File: src/rtl/bfifo_pkg.sv
package bfifo_pkg;

    parameter int BYTE_W = 8;

    // Which source a push came from.
    typedef enum logic [1:0] {
        SRC_NONE = 2'd0,
        SRC_CPU  = 2'd1,
        SRC_ENG  = 2'd2
    } push_src_e;

    // One cycle of merged requests presented to the storage.
    typedef struct packed {
        logic              push;
        logic              pop;
        logic              flush;
        push_src_e         src;
        logic [BYTE_W-1:0] wdata;
    } fifo_op_t;

    // Threshold for a trigger code: 1 << code, clamped to the depth.
    function automatic int unsigned trig_level(input logic [1:0] code,
                                               input int unsigned depth);
        int unsigned lvl;
        lvl = 32'd1 << code;
        if (lvl > depth) lvl = depth;
        return lvl;
    endfunction

endpackage

File: src/rtl/bfifo_arb.sv
module bfifo_arb
    import bfifo_pkg::*;
(
    input  logic              cpu_wr_en,
    input  logic [BYTE_W-1:0] cpu_wr_data,
    input  logic              cpu_rd_en,
    input  logic              eng_rx_valid,
    input  logic [BYTE_W-1:0] eng_rx_data,
    input  logic              eng_tx_pop,
    input  logic              ptr_wr_en,
    input  logic              xfer_start,
    input  logic              keep_fifo,
    output fifo_op_t          op
);

    always_comb begin
        op       = '0;
        op.src   = SRC_NONE;
        // Engine receive path has priority over the CPU data port.
        if (eng_rx_valid) begin
            op.push  = 1'b1;
            op.src   = SRC_ENG;
            op.wdata = eng_rx_data;
        end else if (cpu_wr_en) begin
            op.push  = 1'b1;
            op.src   = SRC_CPU;
            op.wdata = cpu_wr_data;
        end
        // Either sink removes a single byte per cycle.
        op.pop   = eng_tx_pop | cpu_rd_en;
        op.flush = ptr_wr_en | (xfer_start & ~keep_fifo);
    end

endmodule

File: src/rtl/bfifo_store.sv
module bfifo_store
    import bfifo_pkg::*;
#(
    parameter  int DEPTH = 8,
    localparam int CNT_W = $clog2(DEPTH + 1),
    localparam int PTR_W = (DEPTH > 1) ? $clog2(DEPTH) : 1
) (
    input  logic              clk,
    input  logic              rst,
    input  fifo_op_t          op,
    output logic [CNT_W-1:0]  count,
    output logic [BYTE_W-1:0] head
);

    localparam logic [CNT_W-1:0] CNT_FULL = CNT_W'(DEPTH);
    localparam logic [PTR_W-1:0] PTR_LAST = PTR_W'(DEPTH - 1);

    logic [BYTE_W-1:0] mem [DEPTH];
    logic [PTR_W-1:0]  wr_ptr;
    logic [PTR_W-1:0]  rd_ptr;
    logic              do_pop;
    logic              do_push;

    function automatic logic [PTR_W-1:0] ptr_next(input logic [PTR_W-1:0] p);
        return (p == PTR_LAST) ? '0 : p + PTR_W'(1);
    endfunction

    assign do_pop  = op.pop && (count != '0);
    assign do_push = op.push && ((count != CNT_FULL) || do_pop);

    always_ff @(posedge clk) begin
        if (rst || op.flush) begin
            wr_ptr <= '0;
            rd_ptr <= '0;
            count  <= '0;
        end else begin
            if (do_push) wr_ptr <= ptr_next(wr_ptr);
            if (do_pop)  rd_ptr <= ptr_next(rd_ptr);
            case ({do_push, do_pop})
                2'b10:   count <= count + CNT_W'(1);
                2'b01:   count <= count - CNT_W'(1);
                default: count <= count;
            endcase
        end
    end

    always_ff @(posedge clk) begin
        if (rst) begin
            for (int i = 0; i < DEPTH; i++) mem[i] <= '0;
        end else if (do_push && !op.flush) begin
            for (int i = 0; i < DEPTH; i++)
                if (wr_ptr == PTR_W'(i)) mem[i] <= op.wdata;
        end
    end

    assign head = mem[rd_ptr];

endmodule

File: src/rtl/bfifo_flags.sv
module bfifo_flags
    import bfifo_pkg::*;
#(
    parameter  int DEPTH = 8,
    localparam int CNT_W = $clog2(DEPTH + 1)
) (
    input  logic [CNT_W-1:0] count,
    input  logic [1:0]       trig_sel,
    output logic             rd_ready,
    output logic             wr_room,
    output logic             empty,
    output logic             full
);

    logic [CNT_W-1:0] lvl_tab [4];

    // One precomputed threshold per trigger code.
    for (genvar g = 0; g < 4; g++) begin : g_lvl
        assign lvl_tab[g] = CNT_W'(trig_level(2'(g), DEPTH));
    end

    assign rd_ready = (count >= lvl_tab[trig_sel]);
    assign full     = (count == CNT_W'(DEPTH));
    assign empty    = (count == '0);
    assign wr_room  = ~full;

endmodule

File: src/rtl/bfifo_trig.sv
module bfifo_trig
    import bfifo_pkg::*;
#(
    parameter  int DEPTH = 8,
    localparam int CNT_W = $clog2(DEPTH + 1)
) (
    input  logic              clk,
    input  logic              rst,
    input  logic              cpu_wr_en,
    input  logic [BYTE_W-1:0] cpu_wr_data,
    input  logic              cpu_rd_en,
    input  logic              eng_rx_valid,
    input  logic [BYTE_W-1:0] eng_rx_data,
    input  logic              eng_tx_pop,
    input  logic              ptr_wr_en,
    input  logic              xfer_start,
    input  logic              keep_fifo,
    input  logic [1:0]        trig_sel,
    output logic [CNT_W-1:0]  count_o,
    output logic [BYTE_W-1:0] head_data,
    output logic              rd_ready,
    output logic              wr_room,
    output logic              empty,
    output logic              full
);

    fifo_op_t op;

    bfifo_arb u_arb (
        .cpu_wr_en    (cpu_wr_en),
        .cpu_wr_data  (cpu_wr_data),
        .cpu_rd_en    (cpu_rd_en),
        .eng_rx_valid (eng_rx_valid),
        .eng_rx_data  (eng_rx_data),
        .eng_tx_pop   (eng_tx_pop),
        .ptr_wr_en    (ptr_wr_en),
        .xfer_start   (xfer_start),
        .keep_fifo    (keep_fifo),
        .op           (op)
    );

    bfifo_store #(.DEPTH(DEPTH)) u_store (
        .clk   (clk),
        .rst   (rst),
        .op    (op),
        .count (count_o),
        .head  (head_data)
    );

    bfifo_flags #(.DEPTH(DEPTH)) u_flags (
        .count    (count_o),
        .trig_sel (trig_sel),
        .rd_ready (rd_ready),
        .wr_room  (wr_room),
        .empty    (empty),
        .full     (full)
    );

endmodule

File: config.mk
export PLATFORM = sky130hd
export DESIGN_NAME = bfifo_trig
export DESIGN_NICKNAME = d
export VERILOG_FILES = /design/src/rtl/bfifo_pkg.sv /design/src/rtl/bfifo_arb.sv /design/src/rtl/bfifo_store.sv /design/src/rtl/bfifo_flags.sv /design/src/rtl/bfifo_trig.sv
export SDC_FILE = /design/constraint.sdc
export NUM_CORES = 1
export LEC_CHECK = 0
export CAP_MARGIN = 20
export CORE_ASPECT_RATIO = 0.5
export CORE_MARGIN = 1.5
export CORE_UTILIZATION = 45
export CTS_CLUSTER_SIZE = 25
export DETAILED_ROUTE_END_ITERATION = 10
export HOLD_SLACK_MARGIN = 0.02
export PLACE_DENSITY = 0.69
export RECOVER_POWER = 50
export SYNTH_ARGS = -nofsm -noshare
export SYNTH_HDL_FRONTEND = slang
export SYNTH_SLANG_ARGS = --single-unit
File: constraint.sdc
create_clock -name clk -period 2.25 [get_ports clk]
set_input_delay 0.5625 -clock clk [delete_from_list [all_inputs] [get_ports clk]]
set_output_delay 0.5625 -clock clk [all_outputs]
set_load 0.02 [all_outputs]
==> summary.txt <==
count leader, synth: edfxtp_1
number of top-level design ports: 43
Worst Path Class, Setup: reg -> out
cells after synthesis: 280
multiplexer share of the synthesized area: 0.128
slew at the pin closest to its max-slew limit: 504 ps
effective utilization at floorplan: 0.462
total grt overflow: 0
Total GRT Usage: 0.203
number of synthesized register bits: 77
number of placed instances, taps included: 452
mean area per synthesized cell: 13.1 µm²
area of the mapped netlist: 0.00368 mm²
Max FO, Critical Path: 8
clock insertion delay at the later pin of the skew report: 330 ps
Tcrit/Tclk final: 1.07
number of cells traversed by the worst hold path: 2
fraction of synthesized cell area taken by the top area cell type: 0.522
EDFF count, synth: 64
kind of capture point of the worst setup path: output pin
leak pwr: 1.93 nW
Hold Worst Slack: 509 ps
number of max-cap violations: 0
max frequency: 415 MHz
cts bufs inserted: 9
Post-CTS Hold Buffers: 0
worst-case vdd ir drop: 0.418 mV
port buffer count: 42
routed vias: 2417
count of cells along the worst register-to-register path: 13
combinational family with the most area after synthesis: simple AND/OR/NAND/NOR gates
adder and majority cell fraction of the synthesized area: 0.0564
hold violation total from the final report: 0
detail-routed net length per standard cell: 16.6 µm
worst-case headroom to the max-slew limit: 0.664
DRC violation total after the first TritonRoute iteration: 130
final layout net count: 396
Die X-Extent: 131 µm
final setup violation count: 9
count of final max-slew check failures: 0
element type at the critical path start: flop
fraction of synthesis flops using an asynchronous set or reset pin: 0
sum of negative setup slack: -1050 ps
count of placed standard cells in the final layout, fillers left out: 470
die extent in y: 66.9 µm
xor and xnor area share after synthesis: 0.00476
register area share after synthesis: 0.593
setup slack of the most critical reg-to-reg path: 110 ps
Std-Cell Rows: 23
failing checks: setup timing
syn nets: 323
final cell utilization of the core: 0.628
ANT cells: 0
Bufs on Longest Clock Path: 2
share of cells above drive strength 1: 0.316
post-synthesis simple-gate area fraction: 0.131
biggest area consumer among synthesized cells: edfxtp_1
arrival time at the worst endpoint: 1850 ps
clock skew: 3.90 ps
Yosys Warn Count: 0
buffer cell driving the clock tree root: clkbuf_16
count of clock tree sinks: 77
initial antenna violation count: 0
core region area: 0.00797 mm²
synth cell count leaders: edfxtp_1, nor2_1, inv_1, mux4_2, ha_1
endpoint required time on the critical path: 1690 ps
DIE AREA: 0.00876 mm²
capturing point of the worst reg2reg path: u_store.count[2]
complex-gate fraction of the synthesized area: 0.0537
number of unique standard cell types used by synthesis: 33
maximum level of the CTS H-tree: 3
drc violations: 0
P per Cell Area: 698 mW/mm²
detailed-route wire length: 7810 µm
critical hold path startpoint: u_store.rd_ptr[0]
type of the worst min-delay path: reg -> reg
via-per-instance ratio: 5.14
pin count of the biggest net entering global routing: 17
Antenna Violating Nets Remaining: 0
via count of the first global-routing pass: 2582
total power consumption of the routed design: 0.00349 W
hpwl dp: 5570 µm
router iterations before antenna repair: 4
clock tree from TritonCTS: yes
outcome: complete, but fails checks
source of the worst register-to-register timing path: u_store.count[0]
most area-consuming cells after synthesis: edfxtp_1, mux4_2, dfxtp_1
wire length of the first global-routing pass: 12800 µm
layout overhead on the synthesized area: 35.9%
final weighted congestion in routability-driven placement: 0.767
clock-pin slew reported for the worst setup and hold paths after clock tree synthesis: 60 ps
dominant register cell in the synthesized netlist: edfxtp_1
Min Clock Period, post-route: 2410 ps
setup repair after global routing missed its margin: yes
final worst slack: -160 ps
power by group:
group / total [W] / leakage [nW] / switching [W] / internal, W
Combinational: 0.000414 / 1.02 / 0.000194 / 0.000221
Clock: 0.00145 / 0.148 / 0.000580 / 0.000873
Sequential: 0.00163 / 0.766 / 0.0000206 / 0.00161
routing by layer:
metal / up-vias / wire [µm] / track usage
met5: - / 0 / 0
met4: 0 / 135 / 0.0701
met3: 13 / 485 / 0.0570
met2: 78 / 4060 / 0.364
met1: 1173 / 3130 / 0.236
li1: 1153 / - / -
cell usage in the layout (no fill, tap or decap), drive strengths merged, types with 10 or more instances in the layout:
master         synthesis  routed
nand2b                10      10
clkbuf                12      16
buf                    4      40
ha                    15      15
nor2                  62      62
edfxtp                64      64
clkdlybuf4s50          0      20
mux4                  16      16
inv                   16      19
dfxtp                 13      13
critical path, stage by stage (launching register included):
cell and delay, ps:
dfxtp_4 400, buf_12 150, mux4_2 530, mux2_4 300, buf_6 130
flip-flops by register name (all words and copies together), names as in the netlist, named ones only:
register and cells:
u_store.count 4, u_store.mem 64, u_store.rd_ptr 3, u_store.wr_ptr 3
metrics by stage:
stage               area, µm²  worst slack, ps
finish                   5000             -160
global route             5000             -199
CTS                      4990             -248
detailed placement       4600             -913
global placement         4600             -840
floorplan                3730             33.7
worst max-delay path by stage:
stage | end | start | depth (start not counted) | slack [ps]
finish | head_data[0] | flop | 4 | -160
global route | head_data[0] | flop | 4 | -200
CTS | rd_ready | trig_sel[0] | 8 | -250
detailed placement | rd_ready | trig_sel[1] | 8 | -910
global placement | rd_ready | trig_sel[1] | 8 | -840
floorplan | head_data[0] | flop | 4 | 30
logic make-up after synthesis:
| group | Yosys count |
|---|---|
| adders and majority gates | 16 |
| AOI/OAI and AO/OA | 26 |
| DFF | 77 |
| muxes | 26 |
| xor gates and xnor gates | 2 |
| and+or+nand+nor | 101 |
| buffers and inverters | 32 |
area by class of cell:
class / count / area, µm²
sequential: 77 / 2200
tap: 112 / 140
fill: 615 / 2970
inverter: 16 / 62.6
multi-input combinational: 171 / 1490
clock buffer: 9 / 225
timing repair buffer: 78 / 812
clock inverter: 7 / 80.1
timing repair:
item / CTS / global route
endpoints found under the hold margin: 0 / 0
endpoints found under the setup margin: 14 / 15
gates cloned: 1 / 0
pin swaps: 2 / 9
gates resized for setup: 75 / 15
buffers inserted: 0 / 1
Note: power is estimated with default switching activity, not from simulation.
